### config.mk
export PLATFORM = sky130hd
export DESIGN_NAME = ptimer_top
export DESIGN_NICKNAME = d
export VERILOG_FILES = /design/src/rtl/ptimer_pkg.sv /design/src/rtl/ptimer_prescaler.sv /design/src/rtl/ptimer_channel.sv /design/src/rtl/ptimer_status.sv /design/src/rtl/ptimer_top.sv
export SDC_FILE = /design/constraint.sdc
export NUM_CORES = 1
export LEC_CHECK = 0
export ABC_AREA = 1
export BUFFER_PORTS_ARGS = -buffer_cell sky130_fd_sc_hd__buf_2
export CAP_MARGIN = 20
export CELL_PAD_IN_SITES_DETAIL_PLACEMENT = 0
export CELL_PAD_IN_SITES_GLOBAL_PLACEMENT = 2
export CORE_MARGIN = 2
export CORE_UTILIZATION = 34
export CTS_CLUSTER_DIAMETER = 50
export CTS_CLUSTER_SIZE = 25
export DETAILED_ROUTE_END_ITERATION = 10
export PLACE_DENSITY_LB_ADDON = 0.2
export SYNTH_ARGS = -nofsm -noshare
export SYNTH_HDL_FRONTEND = slang
export SYNTH_SLANG_ARGS = --single-unit
### constraint.sdc
create_clock -name clk -period 3.4 [get_ports clk]
set_input_delay 0.85 -clock clk [delete_from_list [all_inputs] [get_ports clk]]
set_output_delay 0.85 -clock clk [all_outputs]
set_load 0.03 [all_outputs]
### src/rtl/ptimer_pkg.sv
package ptimer_pkg;
    typedef enum logic [0:0] {
        CH_IDLE = 1'b0,
        CH_RUN  = 1'b1
    } ch_state_e;

    localparam int unsigned EN_BIT   = 30;
    localparam int unsigned IE_BIT   = 29;
    localparam int unsigned MODE_HI  = 28;
    localparam int unsigned MODE_LO  = 27;
    localparam int unsigned PERIODIC_BIT = 0; // within the mode field
endpackage

### src/rtl/ptimer_prescaler.sv
module ptimer_prescaler #(
    parameter int unsigned PRE_W = 8
) (
    input  logic             clk,
    input  logic             rst_n,
    input  logic             run,
    input  logic             restart,
    input  logic [PRE_W-1:0] limit,
    output logic             tick
);
    logic [PRE_W-1:0] phase_q;

    // A phase beyond the limit (after the limit was lowered) also steps.
    assign tick = run && (phase_q >= limit);

    always_ff @(posedge clk) begin
        if (!rst_n) begin
            phase_q <= '0;
        end else if (restart) begin
            phase_q <= '0;
        end else if (run) begin
            phase_q <= tick ? '0 : phase_q + 1'b1;
        end
    end
endmodule

### src/rtl/ptimer_channel.sv
module ptimer_channel
    import ptimer_pkg::*;
#(
    parameter int unsigned CNT_W = 24,
    parameter int unsigned PRE_W = 8
) (
    input  logic             clk,
    input  logic             rst_n,
    input  logic             ctrl_we,
    input  logic             w_en,
    input  logic             w_ie,
    input  logic [1:0]       w_mode,
    input  logic [PRE_W-1:0] w_pre,
    input  logic             cmp_we,
    input  logic [CNT_W-1:0] w_cmp,
    output logic             en_o,
    output logic             ie_o,
    output logic [1:0]       mode_o,
    output logic [PRE_W-1:0] pre_o,
    output logic [CNT_W-1:0] cmp_o,
    output logic [CNT_W-1:0] cnt_o,
    output logic             expire_o
);
    ch_state_e        state_q, state_d;
    logic             ie_q;
    logic [1:0]       mode_q;
    logic [PRE_W-1:0] pre_q;
    logic [CNT_W-1:0] cmp_q, cnt_q, cnt_d;
    logic             running, start, step, expire, periodic;

    assign running  = (state_q == CH_RUN);
    assign start    = (state_q == CH_IDLE) && ctrl_we && w_en;
    assign periodic = mode_q[PERIODIC_BIT];
    assign expire   = step && (cnt_q <= CNT_W'(1));

    ptimer_prescaler #(.PRE_W(PRE_W)) u_presc (
        .clk    (clk),
        .rst_n  (rst_n),
        .run    (running),
        .restart(start || cmp_we),
        .limit  (pre_q),
        .tick   (step)
    );

    // Next-state logic: START, STOP, EXPIRE_ONCE, STAY
    always_comb begin
        state_d = state_q;
        unique case (state_q)
            CH_IDLE: begin
                if (ctrl_we && w_en) state_d = CH_RUN;          // START
            end
            CH_RUN: begin
                if (ctrl_we && !w_en) state_d = CH_IDLE;        // STOP
                else if (!ctrl_we && expire && !periodic)
                    state_d = CH_IDLE;                          // EXPIRE_ONCE
            end
            default: state_d = CH_IDLE;
        endcase
    end

    always_ff @(posedge clk) begin
        if (!rst_n) state_q <= CH_IDLE;
        else        state_q <= state_d;
    end

    // Count next value
    always_comb begin
        cnt_d = cnt_q;
        if (cmp_we)      cnt_d = w_cmp;
        else if (start)  cnt_d = cmp_q;
        else if (step)   cnt_d = expire ? (periodic ? cmp_q : '0) : cnt_q - 1'b1;
    end

    always_ff @(posedge clk) begin
        if (!rst_n) begin
            ie_q   <= 1'b0;
            mode_q <= '0;
            pre_q  <= '0;
            cmp_q  <= '0;
            cnt_q  <= '0;
        end else begin
            cnt_q <= cnt_d;
            if (ctrl_we) begin
                ie_q   <= w_ie;
                mode_q <= w_mode;
                pre_q  <= w_pre;
            end
            if (cmp_we) cmp_q <= w_cmp;
        end
    end

    // Output process
    always_comb begin
        en_o     = running;
        ie_o     = ie_q;
        mode_o   = mode_q;
        pre_o    = pre_q;
        cmp_o    = cmp_q;
        cnt_o    = cnt_q;
        expire_o = expire;
    end

    p_start_load_r3: assert property (@(posedge clk) disable iff (!rst_n)
        (start && !cmp_we) |=> (cnt_q == $past(cmp_q)));
    p_oneshot_stop_r5: assert property (@(posedge clk) disable iff (!rst_n)
        (expire && !periodic && !ctrl_we && !cmp_we) |=> (!en_o && cnt_q == '0));
    p_reload_r6: assert property (@(posedge clk) disable iff (!rst_n)
        (expire && periodic && !cmp_we) |=> (cnt_q == $past(cmp_q)));
    p_idle_hold_r10: assert property (@(posedge clk) disable iff (!rst_n)
        (!running && !ctrl_we && !cmp_we) |=> $stable(cnt_q));
endmodule

### src/rtl/ptimer_status.sv
module ptimer_status #(
    parameter int unsigned N_CH = 2
) (
    input  logic            clk,
    input  logic            rst_n,
    input  logic [N_CH-1:0] set_i,
    input  logic            clr_we,
    input  logic [N_CH-1:0] clr_mask,
    output logic [N_CH-1:0] flags_o
);
    logic [N_CH-1:0] flags_q;
    logic [N_CH-1:0] clr_eff;

    assign clr_eff = clr_we ? clr_mask : '0;

    always_ff @(posedge clk) begin
        if (!rst_n) flags_q <= '0;
        else        flags_q <= (flags_q & ~clr_eff) | set_i;
    end

    assign flags_o = flags_q;

    for (genvar i = 0; i < N_CH; i++) begin : g_chk
        p_set_wins_r8: assert property (@(posedge clk) disable iff (!rst_n)
            set_i[i] |=> flags_o[i]);
        p_clear_r7: assert property (@(posedge clk) disable iff (!rst_n)
            (clr_eff[i] && !set_i[i]) |=> !flags_o[i]);
    end
endmodule

### src/rtl/ptimer_top.sv
module ptimer_top
    import ptimer_pkg::*;
#(
    parameter int unsigned N_CH   = 2,
    parameter int unsigned CNT_W  = 24,
    parameter int unsigned PRE_W  = 8,
    parameter int unsigned ADDR_W = 5,
    parameter int unsigned DATA_W = 32
) (
    input  logic              clk,
    input  logic              rst_n,
    input  logic [ADDR_W-1:0] bus_addr,
    input  logic              bus_we,
    input  logic [DATA_W-1:0] bus_wdata,
    output logic [DATA_W-1:0] bus_rdata,
    output logic [N_CH-1:0]   irq
);
    localparam int unsigned CTRL_BASE = 0;
    localparam int unsigned CMP_BASE  = 4 * N_CH;
    localparam int unsigned DATA_BASE = 8 * N_CH;
    localparam int unsigned STAT_ADDR = 12 * N_CH;

    logic [N_CH-1:0]  en, ie, expire;
    logic [1:0]       mode [N_CH];
    logic [PRE_W-1:0] pre  [N_CH];
    logic [CNT_W-1:0] cmp  [N_CH];
    logic [CNT_W-1:0] cnt  [N_CH];
    logic [N_CH-1:0]  flags;
    logic             stat_we;

    logic unused_wbits;
    assign unused_wbits = ^{bus_wdata[DATA_W-1], bus_wdata[MODE_LO-1:CNT_W]};

    assign stat_we = bus_we && (bus_addr == ADDR_W'(STAT_ADDR));

    for (genvar c = 0; c < N_CH; c++) begin : g_ch
        logic ctrl_we_c, cmp_we_c;
        assign ctrl_we_c = bus_we && (bus_addr == ADDR_W'(CTRL_BASE + 4 * c));
        assign cmp_we_c  = bus_we && (bus_addr == ADDR_W'(CMP_BASE + 4 * c));

        ptimer_channel #(.CNT_W(CNT_W), .PRE_W(PRE_W)) u_ch (
            .clk     (clk),
            .rst_n   (rst_n),
            .ctrl_we (ctrl_we_c),
            .w_en    (bus_wdata[EN_BIT]),
            .w_ie    (bus_wdata[IE_BIT]),
            .w_mode  (bus_wdata[MODE_HI:MODE_LO]),
            .w_pre   (bus_wdata[PRE_W-1:0]),
            .cmp_we  (cmp_we_c),
            .w_cmp   (bus_wdata[CNT_W-1:0]),
            .en_o    (en[c]),
            .ie_o    (ie[c]),
            .mode_o  (mode[c]),
            .pre_o   (pre[c]),
            .cmp_o   (cmp[c]),
            .cnt_o   (cnt[c]),
            .expire_o(expire[c])
        );

        assign irq[c] = flags[c] & ie[c];
    end

    ptimer_status #(.N_CH(N_CH)) u_stat (
        .clk     (clk),
        .rst_n   (rst_n),
        .set_i   (expire),
        .clr_we  (stat_we),
        .clr_mask(bus_wdata[N_CH-1:0]),
        .flags_o (flags)
    );

    always_comb begin
        bus_rdata = '0;
        for (int c = 0; c < N_CH; c++) begin
            if (bus_addr == ADDR_W'(CTRL_BASE + 4 * c)) begin
                bus_rdata[EN_BIT]          = en[c];
                bus_rdata[IE_BIT]          = ie[c];
                bus_rdata[MODE_HI:MODE_LO] = mode[c];
                bus_rdata[PRE_W-1:0]       = pre[c];
            end
            if (bus_addr == ADDR_W'(CMP_BASE + 4 * c))  bus_rdata[CNT_W-1:0] = cmp[c];
            if (bus_addr == ADDR_W'(DATA_BASE + 4 * c)) bus_rdata[CNT_W-1:0] = cnt[c];
        end
        if (bus_addr == ADDR_W'(STAT_ADDR)) bus_rdata[N_CH-1:0] = flags;
    end
endmodule

* Word-level counts from Yosys, hierarchy flattened
Cells that the tools add are included.
** Storage, ports and cells
- Register bits :: 138
- Bits in latches :: 0
- Memory bits (writable) :: 0
- Memory bits (read-only) :: 0
- Input port bits :: 40
- Output and inout port bits :: 34
- Word-level logic and storage cells :: 100
- Memories :: 0
** Operators by class
- Add/sub/neg operators :: 4
- Multiply operators :: 0
- Div/mod/pow operators :: 0
- Order comparisons :: 4
- Eq/ne operators :: 6
- Shifts and indexed selects :: 0
- Muxes and demuxes :: 30
- Bitwise operators :: 8
- Reductions and logical operators :: 33
** Operators with widths (count)
- $mux W24 :: 14
- $le A24 B1 Y1 const B :: 2
- $sub A24 B1 Y24 const B :: 2
- $mux W8 :: 4
- $logic_and A1 B1 Y1 :: 21
- $add A8 B1 Y8 const B :: 2
- $ge A8 B8 Y1 :: 2
- $eq A5 B5 Y1 const B :: 3
- $eq A5 B4 Y1 const B :: 2
- $mux W4 :: 2
- $mux W1 :: 6
- $reduce_bool A3 Y1 :: 2
- $eq A5 B3 Y1 const B :: 1
- $logic_not A1 Y1 :: 5
- $logic_not A5 Y1 :: 1
- $mux W2 :: 2
- $pmux W1 S2 :: 2
- $reduce_or A2 Y1 :: 2
- $not A1 Y1 :: 3
- $and A1 B1 Y1 :: 2
- $and A2 B2 Y2 :: 1
- $logic_or A1 B1 Y1 :: 2
- $not A2 Y2 :: 1
- $or A2 B2 Y2 :: 1

* Logic depth before layout (Yosys ltp)
Gate-level depths: netlist of the first run.
- Depth in word-level cells :: 8
- Mapped depth :: 15
- Depth with buffers taken out :: 15

* By module
Synthesis of the first run repeated with hierarchy kept, for this count alone.
** Unflattened totals
- Cell total of the unflattened synthesis :: 1537
- Area, all modules :: 9409.0 um2
** By module, submodules not included
- ptimer_channel :: instances 2, cells an instance 564, area each 3505.9 um2, sequential area each 1201.2 um2
- ptimer_prescaler :: instances 2, cells an instance 95, area each 651.9 um2, sequential area each 160.2 um2
- ptimer_top :: instances 1, cells an instance 208, area each 1017.2 um2, sequential area each 0.0 um2
- ptimer_status :: instances 1, cells an instance 11, area each 76.3 um2, sequential area each 40.0 um2

* Least setup slack after synthesis of the first run
No wires, ideal clock.
- Path kind :: input to output
- From :: in bus_addr[1]
- To :: out bus_rdata[10]
- Arrival :: 2442 ps
- Required time :: 2550 ps
- Slack :: 108 ps
- Cell stages on the path :: 6
- Path buffers :: 1
- Cells stage by stage :: nor2_4 -> nand2_1 -> nor2_2 -> inv_1 -> clkbuf_1 -> o21ai_0
** On the way
- Cells in the longest elaborated chain, start to end :: 5
** RTL lines
- from (decl) :: line ptimer_top.sv:12 : input logic [ADDR_W-1:0] bus_addr,
- $eq A5 B4 Y1 :: line ptimer_top.sv:81 : if (bus_addr == ADDR_W'(CMP_BASE + 4 * c)) bus_rdata[CNT_W-1:0] = cmp[c];
- $mux W24 :: line ptimer_top.sv:81
- $mux W24 :: line ptimer_top.sv:82 : if (bus_addr == ADDR_W'(DATA_BASE + 4 * c)) bus_rdata[CNT_W-1:0] = cnt[c];
- $mux W24 :: line ptimer_top.sv:81
- $mux W24 (*) :: line ptimer_top.sv:82
- to (decl) :: line ptimer_top.sv:15 : output logic [DATA_W-1:0] bus_rdata,
Every way passes the cells marked *; elsewhere a longest branch is shown, timed or not.

* Worst setup path after layout of the first run
- From :: in bus_addr[2]
- To :: out bus_rdata[22]
Same word-level chain as after synthesis.

==> run metrics, run 1 <==
async set or reset register ratio after synthesis=0; setup_tns=0 ps; DRT iter0 DRCs=640; Setup-failing EPs final=0; Net Sw Frac=0.327; die height=168 um; CTS tree=yes; Synth Register Bits=138; number of global-route vias before repair=9264; share of layout cells above drive strength 1=0.115; CP bufs+invs=3; clock share of power=0.434; gp weighted congestion=0.827; clk_lat worst skew=430 ps; Final Power=0.00436 W; Port Buffers=65; slowest CP cell=a221oi_1; drt pass-1 iters=5; ys flop type=dfxtp_1; maximum buffer depth of the clock tree=2; Hold Buf Count CTS=0; EDFF count, synth=0; via/cell ratio=5.19; max-slew violation count=0; initial core utilization=0.343; RSZ-0062 raised after global routing=false; maximum VDD drop=0.195 mV; final period utilization=0.949; final wirelength=34800 um; Critical Path RT=2550 ps; PwrDens=419 nW/um^2; Layout area overhead=13.4%; worst slew pin tran=753 ps; htree depth=4; register share of total power=0.384; Worst Path Class, Setup=in2out; Fin. Hold Viols=0; CTS root buffer=clkbuf_16; status=complete, no violations; final-stage net count=1583; Filler Cells Inserted=3033; worst hold path type=reg2reg; Internal=0.00293 W; grt ovf=0; clock-pin slew on the worst setup and hold paths=70 ps; Gate Count Post-Synth=1471; post_cts resized=0; DRC viols=0; FF/Latch Area=2760 sq um; Setup Skew=12.5 ps; Multi-input gate area=5430 sq um; max incr delay on CP=410 ps; count of cell types in the netlist=42; largest net degree at the start of global routing=36; CP Cell Sequence=buf_2 > nor2_1 > nand3_1 > buf_4 > nor2_1 > a221oi_1 > o21ai_0 > buf_2; Seq/Total Area, Yosys=0.302; CP Launch Type=input port; Tmin final=3230 ps; yosys warns=0; CP Capture Type=primary output; Die X=168 um; Syn Area/Cell=6.22 sq um; Via Count=9727; Max FO, Critical Path=17; initial antenna violation count=1; ant diodes=0; post-CTS setup buffers=0; Util after Layout=0.389; cell leakage power=4.91 nW; Post-Syn Area=9160 sq um; Psw=0.00142 W; Arr. time, crit path=2380 ps; Detailed Place HPWL=25300 um; max cap viols=0; All-Layer GR Usage=0.249; Num CTS Buffers=17; Top Family by Delay on Critical Path=buffers and inverters; I/O pin count=74; combinational share of power=0.183; die area=28300 sq um; first-pass GRT wire length=54600 um; core area=26700 sq um; FP Rows=60; WL per Instance=18.5 um; CTS Sinks=138; max frequency=310 MHz; antenna viol nets, final=0; Slew HR=0.497
[state kept, by name, summed over array words and instances (netlist names)]
signal,flops
g_ch.u_ch.cmp_o,48
g_ch.u_ch.cnt_o,48
g_ch.u_ch.pre_o,16
g_ch.u_ch.u_presc.phase_q,16
g_ch.u_ch.mode_o,4
g_ch.u_ch.en_o,2
g_ch.u_ch.ie_o,2
u_stat.flags_o,2
[worst paths after layout]
kind / from / depth (start not counted) / slack, ps / end
worst max-delay path: bus_addr[2] / 8 / 170 / bus_rdata[22]
worst min-delay path: g_ch[1].u_ch.mode_o[1]$_SDFFE_PN0P_ / 2 / 450 / g_ch[1].u_ch.mode_o[1]$_SDFFE_PN0P_
worst max register to register: g_ch[1].u_ch.pre_o[1]$_SDFFE_PN0P_ / 12 / 790 / g_ch[1].u_ch.en_o$_SDFF_PN0_
worst min register to register: g_ch[1].u_ch.mode_o[1]$_SDFFE_PN0P_ / 2 / 450 / g_ch[1].u_ch.mode_o[1]$_SDFFE_PN0P_
[tightest hold or removal path, cell delays in order (launching register included)]
cell	delay, ps
dfxtp_1	300
inv_1	60
a21oi_1	50
[cell type report]
| type | count | share of cell area |
|---|---|---|
| sequential | 138 | 0.266 |
| multi-input combinational | 1108 | 0.523 |
| clock inverter | 14 | 0.0146 |
| inverter | 153 | 0.0555 |
| timing repair buffer | 103 | 0.0588 |
| tap | 341 | 0.0411 |
| clock buffer | 18 | 0.0413 |
[metrics by stage]
| stage | area (sq um) | std cells | worst slack [ps] | hold slack, ps |
|---|---|---|---|---|
| after floorplan | 9170 | 1474 | 108 | 425 |
| after global placement | 9810 | 1843 | 188 | 442 |
| after detailed placement | 9810 | 1843 | 205 | 443 |
| after CTS | 10400 | 1875 | 198 | 453 |
| after global routing | 10400 | 1875 | 92.6 | 494 |
| final | 10400 | 1875 | 173 | 453 |
[power by group through the flow]
stage                     sequential, W  combinational (W)  clock (W)
after global placement          0.00171           0.000792          0
after detailed placement        0.00171           0.000792          0
after CTS                       0.00167           0.000797    0.00192
final                           0.00167           0.000796    0.00189
after global routing            0.00167           0.000897    0.00199
after floorplan                 0.00170           0.000564          0
[cell usage in the layout (no fill, tap or decap), types with 6 or more instances in the layout]
cell,instances
a21oi_1,115
a221oi_1,8
buf_2,65
buf_4,38
clkbuf_16,17
dfxtp_1,138
ha_1,22
inv_1,141
inv_2,11
inv_6,6
nand2_1,388
nand3_1,73
nand4_1,60
nor2_1,193
nor2_2,6
nor3_1,10
o2111ai_1,9
o21ai_0,104
o21ai_1,33
o22ai_1,10
xor2_1,32
[cells in the mapped netlist, types with 12 or more instances]
library cell,n,area (sq um)
nor2_1,193,724
o21ai_1,33,165
nand4_1,60,375
a21oi_1,115,576
buf_2,12,60.1
clkbuf_1,44,165
xor2_1,32,280
inv_1,142,533
nand2_1,388,1460
ha_1,22,275
o21ai_0,104,521
nand3_1,73,365
dfxtp_1,138,2760
[per-layer routing]
metal / share of wire / vias up / GRT usage / wire [um]
met5: 0 / - / 0 / 0
met4: 0.013 / 0 / 0.0562 / 447
met3: 0.045 / 31 / 0.0327 / 1580
met2: 0.46 / 241 / 0.398 / 15900
met1: 0.48 / 4545 / 0.357 / 16800
li1: - / 4910 / - / -
[kinds of logic after synthesis]
group,after synthesis,synth area share
AO/OA/AOI/OAI,287,0.168
XOR/XNOR,36,0.0344
adder cells (fa/ha/maj),22,0.0301
buffers and inverters,228,0.106
flip-flops,138,0.302
other,1,0.000410
AND/OR/NAND/NOR,759,0.359
(Power assumes the default switching activity.)
==> run 2, diff against run 1 <==
--- a/config.mk
+++ b/config.mk
@@ -16,6 +16,7 @@
 export CTS_CLUSTER_SIZE = 25
 export DETAILED_ROUTE_END_ITERATION = 10
 export PLACE_DENSITY_LB_ADDON = 0.2
+export REMOVE_ABC_BUFFERS = 1
 export SYNTH_ARGS = -nofsm -noshare
 export SYNTH_HDL_FRONTEND = slang
 export SYNTH_SLANG_ARGS = --single-unit
==> run 2 against run 1 <==
Power up 0.20%. Clock power is essentially flat. Sequential power about the same. Die area unchanged. Critical path depth down 1. Sequential cell count stayed put. Critical path type unchanged.
==> run metrics, run 2 (synthesis results as in run 1) <==
Detailed Place HPWL=25200 um; WL per Instance=18.4 um; Tmin final=3290 ps; htree depth=4; drt pass-1 iters=5; Reg2Reg Launch Point=g_ch[1].u_ch.cnt_o[0]$_SDFFE_PN0P_; worst slew pin tran=846 ps; Multi-input gate area=5430 sq um; max cap viols=0; status=complete, no violations; Hold Buf Count CTS=0; first-pass GRT wire length=54100 um; clk_lat worst skew=440 ps; Die X=168 um; CTS root buffer=clkbuf_16; CTS Sinks=138; met2 usage=0.409; antenna viol nets, final=0; crit path capture=bus_rdata[22]; max incr delay on CP=370 ps; initial core utilization=0.343; worst reg2reg endpoint=g_ch[1].u_ch.en_o$_SDFF_PN0_; Num CTS Buffers=17; final-stage net count=1583; Layout area overhead=13.6%; All-Layer GR Usage=0.247; GR Layer Usage met3=0.0324; ant diodes=0; fin cells=1875; DRC viols=0; Post-Place Worst Slack=73.2 ps; flop-to-flop setup slack=560 ps; Placed Cells=1843; die area=28300 sq um; most common cell after layout, fill and taps aside=nand2_1; Fin. Hold Viols=0; Worst Setup SP=bus_addr[1]; CP dominant cell by count=buf_2; Critical Path RT=2550 ps; slowest CP cell=o21ai_0; max-slew violation count=0; Setup-failing EPs final=0; DRT iter0 DRCs=728; GR peak layer=met2; Filler Cells Inserted=3028; worst hold path type=reg2reg; max frequency=304 MHz; clock-pin slew on the worst setup and hold paths=70 ps; FP Rows=60; gp weighted congestion=0.856; Worst Path Class, Setup=in2out; Max FO, Critical Path=15; largest net degree at the start of global routing=70; setup_tns=0 ps; post_cts resized=0; Final Power=0.00436 W; I/O pin count=74; RSZ-0062 raised after global routing=false; grt ovf=0; via/cell ratio=5.12; CTS tree=yes; CP Cell Sequence=buf_2 > nor2_4 > nand2_1 > nor2_2 > inv_1 > o21ai_0 > buf_2; number of global-route vias before repair=9250; maximum VDD drop=0.276 mV; Arr. time, crit path=2440 ps; die height=168 um; maximum buffer depth of the clock tree=2; share of layout cells above drive strength 1=0.115; initial antenna violation count=0; PwrDens=420 nW/um^2; final wirelength=34500 um; Final Worst Setup Slack=108 ps; Via Count=9601; FF/Latch Area=2760 sq um; most frequent cells in the layout=nand2_1, nor2_1, inv_1; CP Capture Type=primary output; core area=26700 sq um; reg2reg path depth=11; Setup Skew=15.1 ps; met1 usage=0.347; post-CTS setup buffers=0; Port Buffers=65; Slew HR=0.432; CP Launch Type=input port; final period utilization=0.968; cell leakage power=4.91 nW
## run 2: final cells by class
type,instances,share of cell area
Inverter,153,0.0554
Sequential cell,138,0.266
Clock inverter,14,0.0148
Timing Repair Buffer,103,0.0599
Clock buffer,18,0.0413
Multi-Input combinational cell,1108,0.522
Tap cell,341,0.0410
## run 2: worst min path at each step
stage	startpoint	to	slack, ps	cells past startpoint
floorplan	g_ch[1].u_ch.mode_o[1]$_SDFFE_PN0P_	g_ch[1].u_ch.mode_o[1]$_SDFFE_PN0P_	420	2
global placement	g_ch[1].u_ch.mode_o[1]$_SDFFE_PN0P_	g_ch[1].u_ch.mode_o[1]$_SDFFE_PN0P_	450	2
detailed placement	g_ch[1].u_ch.mode_o[1]$_SDFFE_PN0P_	g_ch[1].u_ch.mode_o[1]$_SDFFE_PN0P_	460	2
CTS	g_ch[1].u_ch.mode_o[1]$_SDFFE_PN0P_	g_ch[1].u_ch.mode_o[1]$_SDFFE_PN0P_	470	2
global route	g_ch[1].u_ch.ie_o$_SDFFE_PN0P_	g_ch[1].u_ch.ie_o$_SDFFE_PN0P_	510	2
finish	g_ch[1].u_ch.mode_o[1]$_SDFFE_PN0P_	g_ch[1].u_ch.mode_o[1]$_SDFFE_PN0P_	470	2
## run 2: critical path, delay by kind of cell
kind | cells | cell delay, ps
AOI/OAI and AO/OA | 1 | 370
and+or+nand+nor | 3 | 520
buffers and inverters | 3 | 690
## run 2: layer usage
layer / routed length, um / part of all wire / vias up
met3: 1470 / 0.043 / 24
li1: - / - / 4908
met4: 337 / 0.0098 / 0
met5: 0 / 0 / -
met1: 16700 / 0.48 / 4459
met2: 16000 / 0.46 / 210
## run 2: power by group
| part | leakage [nW] | total [W] | internal, W | switching (W) |
|---|---|---|---|---|
| registers | 1.11 | 0.00167 | 0.00164 | 0.0000282 |
| clock network | 0.281 | 0.00190 | 0.00104 | 0.000858 |
| logic | 3.52 | 0.000796 | 0.000251 | 0.000545 |
| total | 4.91 | 0.00436 | 0.00293 | 0.00143 |
## run 2: stage by stage
stage	hold WS, ps	utilization	cell area (sq um)
6_report	466	0.389	10400
5_1_grt	507	0.389	10400
4_1_cts	467	0.389	10400
3_5_place_dp	456	0.367	9820
3_3_place_gp	449	0.367	9820
2_1_floorplan	424	-	8770
==> run 3, diff against run 2 <==
--- a/config.mk
+++ b/config.mk
@@ -16,6 +16,7 @@
 export CTS_CLUSTER_SIZE = 25
 export DETAILED_ROUTE_END_ITERATION = 10
 export PLACE_DENSITY_LB_ADDON = 0.2
+export RECOVER_POWER = 25
 export REMOVE_ABC_BUFFERS = 1
 export SYNTH_ARGS = -nofsm -noshare
 export SYNTH_HDL_FRONTEND = slang
==> run 3 against run 2 <==
The run now ends with capacitance limit, slew limit left. Sequential cell count stayed put. Sequential power about the same. Sequential share of layout area is 0.061 points higher. Setup slack got worse by 26 ps. Non-clock buffer count is the same. Cell count unchanged.
==> run metrics, run 3 (synthesis results as in run 1) <==
via/cell ratio=5.12; worst hold path type=reg2reg; PwrDens=420 nW/um^2; clk_lat worst skew=440 ps; RSZ-0062 raised after global routing=false; core area=26700 sq um; Setup-failing EPs final=0; I/O pin count=74; Layout area overhead=13.4%; Worst Path Class, Setup=in2out; most common cell after layout, fill and taps aside=nand2_1; max frequency=301 MHz; DRC viols=0; post-CTS setup buffers=0; FP Rows=60; grt ovf=0; die height=168 um; max cap viols=1; maximum buffer depth of the clock tree=2; Max FO, Critical Path=15; share of layout cells above drive strength 1=0.110; Port Buffers=65; htree depth=4; Slew HR=-0.0492; CTS tree=yes; CP Launch Type=input port; die area=28300 sq um; Fin. Hold Viols=0; All-Layer GR Usage=0.247; final-stage net count=1583; CP Capture Type=primary output; failing checks=capacitance limit, slew limit; Die X=168 um; number of global-route vias before repair=9250; maximum VDD drop=0.275 mV; most frequent cells in the layout=nand2_1, nor2_1, inv_1; Setup Skew=15.4 ps; Util after Layout=0.388; DRT iter0 DRCs=676; cell leakage power=4.89 nW; Detailed Place HPWL=25200 um; status=complete, but fails checks; largest net degree at the start of global routing=70; drt pass-1 iters=5; CTS Sinks=138; Critical Path RT=2550 ps; first-pass GRT wire length=54100 um; initial core utilization=0.343; Via Count=9598; setup_tns=0 ps; WL per Instance=18.4 um; Arr. time, crit path=2470 ps; final period utilization=0.976; Num CTS Buffers=17; CTS root buffer=clkbuf_16; gp weighted congestion=0.856; antenna viol nets, final=0; clock-pin slew on the worst setup and hold paths=70 ps; worst slew pin tran=1570 ps; Hold Buf Count CTS=0; post_cts resized=0; max-slew violation count=70; ant diodes=0; Tmin final=3320 ps; final wirelength=34500 um; initial antenna violation count=0
==> run 3: cell count changes in the layout (fill, tap and decap cells not counted) <==
cell      previous run  this run
clkbuf_1             1         8
o21ai_0            104       110
o21ai_1             33        27
buf_4               37        32
buf_2               65        62
clkbuf_2             0         1
nor2_1             193       194
nor2_2               6         5
==> run 3: critical path, stage by stage <==
cell      delay, ps
clkbuf_1        100
nor2_4          270
nand2_1         130
nor2_2          130
inv_1           320
o21ai_0         390
buf_2           260
==> run 3: final cells by class <==
type | count | area [sq um]
sequential | 138 | 2760
timing repair buffer | 103 | 602
clock buffer | 18 | 429
inverter | 153 | 577
fill | 3036 | 16300
multi-input combinational | 1108 | 5430
clock inverter | 14 | 154
tap | 341 | 427
==> run 3: worst paths after layout <==
check,startpoint,end,slack [ps],depth (start not counted)
worst max-delay path,bus_addr[1],bus_rdata[22],80,7
worst min-delay path,g_ch[1].u_ch.mode_o[1]$_SDFFE_PN0P_,g_ch[1].u_ch.mode_o[1]$_SDFFE_PN0P_,470,2
worst max register to register,g_ch[1].u_ch.cnt_o[0]$_SDFFE_PN0P_,g_ch[1].u_ch.en_o$_SDFF_PN0_,560,11
worst min register to register,g_ch[1].u_ch.mode_o[1]$_SDFFE_PN0P_,g_ch[1].u_ch.mode_o[1]$_SDFFE_PN0P_,470,2
==> run 3: routing by layer <==
metal	vias up	global-route usage	wire length, um
met2	204	0.409	16000
li1	4904	-	-
met4	0	0.0476	293
met5	-	0	0
met3	18	0.0324	1450
met1	4472	0.347	16800
==> run 3: report_power, final <==
| group | switching [W] | total, W | internal, W |
|---|---|---|---|
| Sequential | 0.0000282 | 0.00167 | 0.00164 |
| Clock | 0.000853 | 0.00189 | 0.00104 |
| Combinational | 0.000546 | 0.000796 | 0.000250 |
==> run 3: metrics by stage <==
stage               power, W  instance area [sq um]  hold slack [ps]  setup slack, ps  instances
CTS                  0.00440                  10400              467             68.6       1875
global placement     0.00250                   9820              449             68.9       1843
detailed placement   0.00250                   9820              456             73.2       1843
floorplan            0.00223                   8770              424              191       1399
finish               0.00436                  10400              466             82.3       1875
global route         0.00455                  10400              507             30.9       1875
